==> config.mk <==
export PLATFORM = sky130hd
export DESIGN_NAME = osr_pkt_rx
export DESIGN_NICKNAME = d
export VERILOG_FILES = /design/src/rtl/osr_pkg.sv /design/src/rtl/osr_line_sync.sv /design/src/rtl/osr_bit_timer.sv /design/src/rtl/osr_idle_watch.sv /design/src/rtl/osr_pkt_rx.sv
export SDC_FILE = /design/constraint.sdc
export NUM_CORES = 1
export LEC_CHECK = 0
export BUFFER_PORTS_ARGS = -buffer_cell sky130_fd_sc_hd__buf_2
export CELL_PAD_IN_SITES_DETAIL_PLACEMENT = 0
export CELL_PAD_IN_SITES_GLOBAL_PLACEMENT = 2
export CORE_AREA = 3 3 98 100
export DETAILED_ROUTE_END_ITERATION = 16
export DIE_AREA = 0 0 101 103
export GPL_TIMING_DRIVEN = 0
export PLACE_DENSITY_LB_ADDON = 0.1
export SLEW_MARGIN = 20
export SYNTH_ARGS = -nofsm -noshare
export SYNTH_HDL_FRONTEND = slang
export SYNTH_HIERARCHICAL = 1
export SYNTH_SLANG_ARGS = --single-unit
==> constraint.sdc <==
create_clock -name clk -period 2.4 [get_ports clk]
set_clock_uncertainty 0.05 [all_clocks]
set_input_delay 0.12 -clock clk [delete_from_list [all_inputs] [get_ports clk]]
set_output_delay 0.12 -clock clk [all_outputs]
set_load 0.01 [all_outputs]
==> src/rtl/osr_pkg.sv <==
package osr_pkg;
  typedef enum logic [2:0] {
    S_WAIT_IDLE,
    S_HUNT,
    S_START,
    S_DATA,
    S_STOP
  } rx_state_t;
endpackage

==> src/rtl/osr_line_sync.sv <==
module osr_line_sync #(
  parameter int STAGES = 2
) (
  input  logic clk,
  input  logic rst,
  input  logic line_in,
  output logic line_s,
  output logic rise,
  output logic fall
);
  logic [STAGES-1:0] sync_q;
  logic              prev_q;

  always_ff @(posedge clk) begin
    if (rst) begin
      sync_q <= '1;
      prev_q <= 1'b1;
    end else begin
      sync_q <= {sync_q[STAGES-2:0], line_in};
      prev_q <= sync_q[STAGES-1];
    end
  end

  assign line_s = sync_q[STAGES-1];
  assign rise   = line_s & ~prev_q;
  assign fall   = ~line_s & prev_q;
endmodule

==> src/rtl/osr_bit_timer.sv <==
module osr_bit_timer #(
  parameter int OSR = 16
) (
  input  logic clk,
  input  logic rst,
  input  logic run,
  input  logic resync,
  output logic sample_stb
);
  localparam int CW   = (OSR > 2) ? $clog2(OSR) : 1;
  localparam int HALF = OSR / 2;

  logic [CW-1:0] phase_q;

  always_ff @(posedge clk) begin
    if (rst) begin
      phase_q <= '0;
    end else if (resync) begin
      phase_q <= CW'(1);
    end else if (run) begin
      phase_q <= (phase_q == CW'(OSR - 1)) ? '0 : phase_q + CW'(1);
    end else begin
      phase_q <= '0;
    end
  end

  assign sample_stb = run & ~resync & (phase_q == CW'(HALF));
endmodule

==> src/rtl/osr_idle_watch.sv <==
module osr_idle_watch #(
  parameter int OSR       = 16,
  parameter int IDLE_BITS = 80
) (
  input  logic clk,
  input  logic rst,
  input  logic clr,
  input  logic line_s,
  output logic idle_full
);
  localparam int IDLE_CLKS = (IDLE_BITS + 1) * OSR;
  localparam int IW        = $clog2(IDLE_CLKS + 1);

  logic [IW-1:0] run_q;

  always_ff @(posedge clk) begin
    if (rst || clr || !line_s) begin
      run_q <= '0;
    end else if (run_q != IW'(IDLE_CLKS)) begin
      run_q <= run_q + IW'(1);
    end
  end

  assign idle_full = (run_q == IW'(IDLE_CLKS));
endmodule

==> src/rtl/osr_pkt_rx.sv <==
module osr_pkt_rx
  import osr_pkg::*;
#(
  parameter int OSR       = 16,
  parameter int WORD_W    = 16,
  parameter int PKT_WORDS = 16,
  parameter int IDLE_BITS = 80,
  parameter int SYNC_FF   = 2
) (
  input  logic              clk,
  input  logic              rst,
  input  logic              rx_line,
  input  logic              single_mode,
  output logic              word_valid,
  output logic [WORD_W-1:0] word_data,
  output logic              packet_done,
  output logic              frame_err
);
  localparam int BW = $clog2(WORD_W);
  localparam int PW = (PKT_WORDS > 1) ? $clog2(PKT_WORDS) : 1;

  rx_state_t        state_q;
  logic [BW-1:0]    bit_q;
  logic [PW-1:0]    wcnt_q;
  logic [WORD_W-1:0] shift_q;

  logic line_s, rise, fall, stb, idle_full;
  logic busy, tmr_sync, idle_clr, stop_bad;

  osr_line_sync #(.STAGES(SYNC_FF)) u_sync (
    .clk(clk), .rst(rst), .line_in(rx_line),
    .line_s(line_s), .rise(rise), .fall(fall)
  );

  assign busy     = (state_q == S_START) || (state_q == S_DATA) || (state_q == S_STOP);
  assign tmr_sync = ((state_q == S_HUNT) & fall) | (busy & (rise | fall));
  assign stop_bad = (state_q == S_STOP) & stb & ~line_s;
  assign idle_clr = stop_bad;

  osr_bit_timer #(.OSR(OSR)) u_timer (
    .clk(clk), .rst(rst), .run(busy), .resync(tmr_sync), .sample_stb(stb)
  );

  osr_idle_watch #(.OSR(OSR), .IDLE_BITS(IDLE_BITS)) u_idle (
    .clk(clk), .rst(rst), .clr(idle_clr), .line_s(line_s), .idle_full(idle_full)
  );

  always_ff @(posedge clk) begin
    if (rst) begin
      state_q     <= S_WAIT_IDLE;
      bit_q       <= '0;
      wcnt_q      <= '0;
      shift_q     <= '0;
      word_valid  <= 1'b0;
      word_data   <= '0;
      packet_done <= 1'b0;
      frame_err   <= 1'b0;
    end else begin
      word_valid  <= 1'b0;
      packet_done <= 1'b0;
      frame_err   <= 1'b0;
      unique case (state_q)
        S_WAIT_IDLE: begin
          wcnt_q <= '0;
          if (idle_full) state_q <= S_HUNT;
        end
        S_HUNT: begin
          if (fall) state_q <= S_START;
        end
        S_START: begin
          if (stb) begin
            if (!line_s) begin
              state_q <= S_DATA;
              bit_q   <= '0;
            end else begin
              state_q <= S_HUNT;
            end
          end
        end
        S_DATA: begin
          if (stb) begin
            shift_q <= {shift_q[WORD_W-2:0], line_s};
            bit_q   <= bit_q + BW'(1);
            if (bit_q == BW'(WORD_W - 1)) state_q <= S_STOP;
          end
        end
        S_STOP: begin
          if (stb) begin
            if (line_s) begin
              word_valid <= 1'b1;
              word_data  <= shift_q;
              state_q    <= S_HUNT;
              if (single_mode || wcnt_q == PW'(PKT_WORDS - 1)) begin
                packet_done <= 1'b1;
                wcnt_q      <= '0;
              end else begin
                wcnt_q <= wcnt_q + PW'(1);
              end
            end else begin
              frame_err <= 1'b1;
              wcnt_q    <= '0;
              state_q   <= S_WAIT_IDLE;
            end
          end
        end
        default: state_q <= S_WAIT_IDLE;
      endcase
    end
  end
endmodule

## Yosys cells after proc, flatten, opt, wreduce, memory -nomap -nowiden

Index checks and enable logic that the tools add are counted.

- Memories kept: 0
- Logic and storage cells: 90
- Bits in writable memories: 0
- Output and inout bits: 19
- Bits in latches: 0
- Bits of input ports: 4
- Bits in registers: 64
- Memory bits (read-only): 0

- Muxes and demuxes: 23
- $mul: 0
- Eq/ne operators: 17
- Magnitude comparators: 0
- Reductions and logical operators: 17
- Divide/modulo/power cells: 0
- $add $sub $neg: 4
- Bitwise operators: 16
- Shifts and indexed selects: 0

Operators by type and width:

| kind | number |
|---|---|
| $mux 4 | 6 |
| $mux 3 | 6 |
| $eq 4x4->1 const B | 4 |
| $pmux 4 s2 | 2 |
| $pmux 3 s5 | 1 |
| $add 4x1->4 const B | 3 |
| $ne 2x2->1 const B | 6 |
| $add 11x1->11 const B | 1 |
| $eq 11x11->1 const B | 1 |
| $ne 11x11->1 const B | 1 |
| $and 1x1->1 | 8 |
| $reduce_or 4->1 | 2 |
| $mux 1 | 7 |
| $eq 3x2->1 const B | 2 |
| $not 1->1 | 6 |
| $reduce_and 6->1 | 1 |
| $logic_or 1x1->1 | 5 |
| $reduce_and 2->1 | 2 |
| $reduce_and 4->1 | 1 |
| $reduce_bool 2->1 | 2 |
| $eq 3x1->1 const B | 1 |
| $eq 3x3->1 const B | 1 |
| $logic_not 3->1 | 1 |
| $reduce_and 3->1 | 1 |
| other kinds (5) | 6 |

## Depth between registers and ports, before layout

- Depth after elaboration: 12
- Gate-level depth with buffers: 12
- Depth with buffers taken out: 10

## Cells and area by module

The synthesis kept the hierarchy.

Modules (own cells, without submodules):

| module | cells each | sequential area each (µm²) | area each (µm²) | instances |
|---|---|---|---|---|
| osr_pkt_rx | 232 | 920.9 | 1941.9 | 1 |
| osr_idle_watch | 64 | 220.2 | 563.0 | 1 |
| osr_bit_timer | 21 | 80.1 | 191.4 | 1 |
| osr_line_sync | 8 | 60.1 | 92.6 | 1 |

## Worst setup path after synthesis

OpenSTA, ideal clock, no wires.

- Path kind: register to register
- Start: register state_q[1]
- End: register u_idle.run_q[9]
- Buffers on the path: 2
- Setup time: 80 ps
- Data required time: 2270 ps
- Arrival time: 2102 ps
- Period minus slack after synthesis: 2232 ps
- Cell stages (with the launch flop): 12
- Path slack: 168 ps
- Cells stage by stage: dfxtp_1 buf_2 a21oi_1 nor2_1 o22a_1 nand2b_1 nor3_1 buf_2 and3b_1 nor3b_1 o21ai_0 nor3b_1

- Cells in the longest elaborated chain, start to end: 12
- Elaborated cells on any way between the ends: 16
- Those cells by class: eq/ne: 4; bitwise: 8; reduce/logical: 4

Ends and longest elaborated chain:

| element | line | source |
|---|---|---|
| start, declared | osr_pkt_rx.sv:22 | `rx_state_t state_q;` |
| start signal, assigned | osr_pkt_rx.sv:50 | `state_q <= S_WAIT_IDLE;` |
| start signal, assigned | osr_pkt_rx.sv:65 | `if (idle_full) state_q <= S_HUNT;` |
| start signal, assigned | osr_pkt_rx.sv:68 | `if (fall) state_q <= S_START;` |
| $eq 3x2->1 | osr_pkt_rx.sv:35 | `assign busy = (state_q == S_START) \|\| (state_q == S_DATA) \|\| (state_q == S_STOP);` |
| $logic_or 1x1->1 (2 in a row) | osr_pkt_rx.sv:35 |  |
| $and 1x1->1 | osr_pkt_rx.sv:36 | `assign tmr_sync = ((state_q == S_HUNT) & fall) \| (busy & (rise \| fall));` |
| $or 1x1->1 * | osr_pkt_rx.sv:36 |  |
| named net tmr_sync | osr_pkt_rx.sv:28 | `logic busy, tmr_sync, idle_clr, stop_bad;` |
| $not 1->1 * | osr_bit_timer.sv:27 | `assign sample_stb = run & ~resync & (phase_q == CW'(HALF));` |
| $and 1x1->1 * (2 in a row) | osr_bit_timer.sv:27 |  |
| named net stb | osr_pkt_rx.sv:27 | `logic line_s, rise, fall, stb, idle_full;` |
| $and 1x1->1 * (2 in a row) | osr_pkt_rx.sv:37 | `assign stop_bad = (state_q == S_STOP) & stb & ~line_s;` |
| named net idle_clr | osr_pkt_rx.sv:28 |  |
| $logic_or 1x1->1 * (2 in a row) | osr_idle_watch.sv:17 | `if (rst \|\| clr \|\| !line_s) begin` |
| end signal, assigned | osr_idle_watch.sv:20 | `run_q <= run_q + IW'(1);` |
| end, declared | osr_idle_watch.sv:14 | `logic [IW-1:0] run_q;` |

Mark *: on every way through the listed nets, which the timed path passes. The rest lies on a longest branch.
A chain may end at the register's enable or synchronous reset.

## Worst setup path in the final report

- Start: register u_sync.sync_q[1]
- End: register wcnt_q[2]

- Cells in the longest elaborated chain, start to end: 10
- Elaborated cells on any way between the ends: 15
- Those cells by class: eq/ne: 1; mux: 3; bitwise: 10; reduce/logical: 1

Ends and longest elaborated chain:

| element | line | source |
|---|---|---|
| start, declared | osr_line_sync.sv:11 | `logic [STAGES-1:0] sync_q;` |
| start signal, assigned | osr_line_sync.sv:19 | `sync_q <= {sync_q[STAGES-2:0], line_in};` |
| $not 1->1 (no source line) * | -- |  |
| $and 1x1->1 * | osr_line_sync.sv:26 | `assign fall = ~line_s & prev_q;` |
| named net fall | osr_pkt_rx.sv:27 |  |
| $or 1x1->1 | osr_pkt_rx.sv:36 |  |
| $and 1x1->1 | osr_pkt_rx.sv:36 |  |
| $or 1x1->1 * | osr_pkt_rx.sv:36 |  |
| named net tmr_sync | osr_pkt_rx.sv:28 |  |
| $not 1->1 * | osr_bit_timer.sv:27 |  |
| $and 1x1->1 * (2 in a row) | osr_bit_timer.sv:27 |  |
| named net stb | osr_pkt_rx.sv:27 |  |
| $ne 2x2->1 (no source line) * | -- |  |
| $reduce_and 2->1 (no source line) * | -- |  |
| end signal, assigned | osr_pkt_rx.sv:97 | `wcnt_q <= wcnt_q + PW'(1);` |
| end, declared | osr_pkt_rx.sv:24 | `logic [PW-1:0] wcnt_q;` |

Mark *: on every way through the listed nets, which the timed path passes. The rest lies on a longest branch. The select of a mux whose other input is x is not followed.

==> metrics.cfg <==
[critical_path]
worstPathMaxFanout=8
critPathLaunch=u_sync/sync_q[1]
required_ns=2.54
timing.rr.end=wcnt_q[2]
endpoint=wcnt_q[2]
reg2reg_depth=11
critPathLaunchType=flip-flop
r2r_slack_ns=0.14
crit_arrival_ns=2.40
critPathKind=flip-flop to flip-flop
r2r_start=u_sync/sync_q[1]
cp-end-kind=flip-flop

[global_route]
grt_busiest_layer=met2
antenna_found_initial=0
grt_first_pass_wirelength_mm=10.2
grt_util_all_layers_pct=12.4
grt_max_degree=11
use_met1_pct=17.2
met2_usage_pct=18.4
first_global_vias=2047
globalRouteOverflowTotal=0
gr-usage-met3_pct=3.99

[timing]
max_freq_ghz=0.443
timing.final.setup_violations=0
min_period_over_period_pct=94.1
timing.hold.ws_ns=0.0310
period_needed_ns=2.26
max_slew_margin_pct=57.1
tightest_slew_ns=0.644
slew_violations=0
hold_viol_final=0
tns_ns=0

[logic_synthesis]
syn_nets=335
seq_area_frac_synth_pct=45.9
syn_area_sq_um=2790
yosys-top-cells-area=dfxtp_1, nand2_1, a21oi_1
yosys_warnings=6
synth_top_area_share_pct=45.9
synth_cell_types=51
syn-mean-instance-area_sq_um=8.58
postSynthCellCount=325
ys_ff_latch=64
yosysTopAreaCell=dfxtp_1

[floorplanning]
start_util_pct=31.8
num_io_pins=23
dieArea_sq_um=10400
core_region_area_sq_um=8760
fp.dieW_um=101
fp-row-count=34
die_h_um=103

[drt]
drt-pass1-iter-count=4
antenna_left=0
drt-total-wl_mm=6.15
wl_per_cell_um=12.8
drt-initial-drc-count=66
via_count=2298
viasPerCell=4.77
drc=0

[clock_network]
cts_buffers=9
clkSinkCount=64
clk_pin_slew_ns=0.07
cts_root_buffer=clkbuf_8
cts_tree=yes
worstSkewPairLatency_ns=0.33
cts.path.max_buffers=2
cts_max_level=3

[hold_path]
hp-class=input port to flip-flop

[cells_and_area]
area_growth_pct=22.3
diodes=0
utilization_pct=38.9
fill_cells=917
post-route-cell-area_sq_um=3410
multi_input_area_sq_um=1430
drive_gt1_share_pct=23.8
regArea_sq_um=1290
fin_nets=379

[placement]
placed_area_sq_um=3030
portBuffers=22
dp_hpwl_mm=4.23
place.gp.congestion=0.762

[pwr]
p_per_area_nw_per_um2=605
power.total_uw=2060
leakagePower_uw=0.00130
ir_drop_v=0.000248

[flow_run]
maxCapViolCount=0

[outcome]
status=finished clean

-- worst min-delay path by stage --
stage                     startpoint                  to  slack, ns  cells after the start
final                            rst  u_timer/phase_q[0]       0.03                      2
after global routing             rst  u_timer/phase_q[0]       0.03                      2
after CTS                        rst  u_timer/phase_q[0]       0.01                      2
after detailed placement     rx_line    u_sync/sync_q[0]       0.26                      2
after global placement       rx_line    u_sync/sync_q[0]       0.25                      2
after floorplan                  rst  u_timer/phase_q[0]       0.14                      1
-- power breakdown --
part / switching, uW / internal, uW / leakage (uW)
combinational: 34.7 / 18.8 / 0.000677
sequential: 7.73 / 1070 / 0.000517
clock: 400 / 534 / 0.000103
total: 443 / 1620 / 0.00130
-- cells in the final DEF (no fill, tap or decap), types with 7 or more instances in the layout --
cell and n:
clkbuf_8 12, nor3_1 8, buf_4 14, buf_2 23, nand2_1 77, a21oi_1 34, clkbuf_1 7, nand3_1 8
dfxtp_1 61, and3_1 7, a21oi_2 11, nor2_1 17
-- cell families (layout without fill, tap and decap cells) --
group           count (synthesis)  after routing  synth area share [%]
compound gates                 64             64                  14.4
mux                             4              4                  1.44
xor+xnor                        5              5                  1.57
fa+ha+maj                       6              6                  2.69
flops                          64             64                  45.9
simple gates                  159            159                  29.3
buf+inv                        23             72                  4.67
-- final cells by class --
| type | count | share of cell area [%] |
|---|---|---|
| well taps | 108 | 3.96 |
| plain buffers | 18 | 4.18 |
| inverters | 5 | 0.550 |
| clock buffers | 13 | 4.66 |
| multi-input cells | 238 | 42.0 |
| repair buffers | 33 | 5.72 |
| clock inverters | 3 | 1.17 |
| flip-flops and latches | 64 | 37.7 |
-- synth_stat cells (all sizes together) --
master	count
xor2	2
nor3	10
o31ai	3
nor3b	3
a21oi	45
a31oi	2
buf	12
or4	3
and4b	1
inv	5
mux2i	4
ha	6
a22oi	1
nand4b	2
o21bai	1
nor4b	2
dfxtp	64
a32oi	1
and2	1
and4	1
and3b	1
a211oi	2
xnor2	3
a311oi	1
nor2	17
nand4bb	1
or3	2
nand3	11
and2b	1
and4bb	1
and3	7
nand2	78
or2	4
nand3b	2
clkbuf	6
o22a	1
nand2b	4
o21ai	6
o211a	1
nor2b	6
nand4	1
-- timing repair --
action                                  4_1_cts  5_1_grt
pin swaps                                     1        3
hold endpoints to repair                      1        0
buffers inserted                              2        8
endpoints found under the setup margin       54       35
hold buffers                                  1        0
gates resized for setup                      16        9
-- sequential cells by signal, indices dropped and copies added, names as in the netlist --
register,flops
word_valid,1
u_sync/prev_q,1
shift_q,16
bit_q,4
word_data,16
u_timer/phase_q,4
state_q,3
packet_done,1
wcnt_q,4
u_idle/run_q,11
u_sync/sync_q,2
frame_err,1
-- through the flow --
stage | setup WS [ns] | instances
2_1_floorplan | 0.168 | 325
3_3_place_gp | -0.389 | 455
3_5_place_dp | -0.389 | 455
4_1_cts | 0.0398 | 474
5_1_grt | -0.00699 | 482
6_report | 0.141 | 482
-- per-layer routing --
| metal | vias up | part of all wire [%] | wire length [um] |
|---|---|---|---|
| met1 | 1060 | 52 | 3190 |
| li1 | 1198 | - | - |
| met2 | 34 | 43 | 2670 |
| met4 | 0 | 0.98 | 60 |
| met5 | - | 0 | 0 |
| met3 | 6 | 3.7 | 226 |
-- worst max-delay path, stage by stage, from the launching register on --
cell      delay (ns)
dfxtp_4         0.37
and2b_1         0.21
a21oi_1         0.14
nor2_1          0.05
o22a_1          0.17
nand2b_4        0.16
nor3_4          0.23
buf_6           0.18
nor2b_1         0.09
nand2b_1        0.21
o21ai_0         0.18
a21oi_1         0.08
No activity file was read; power rests on OpenSTA's default activity.
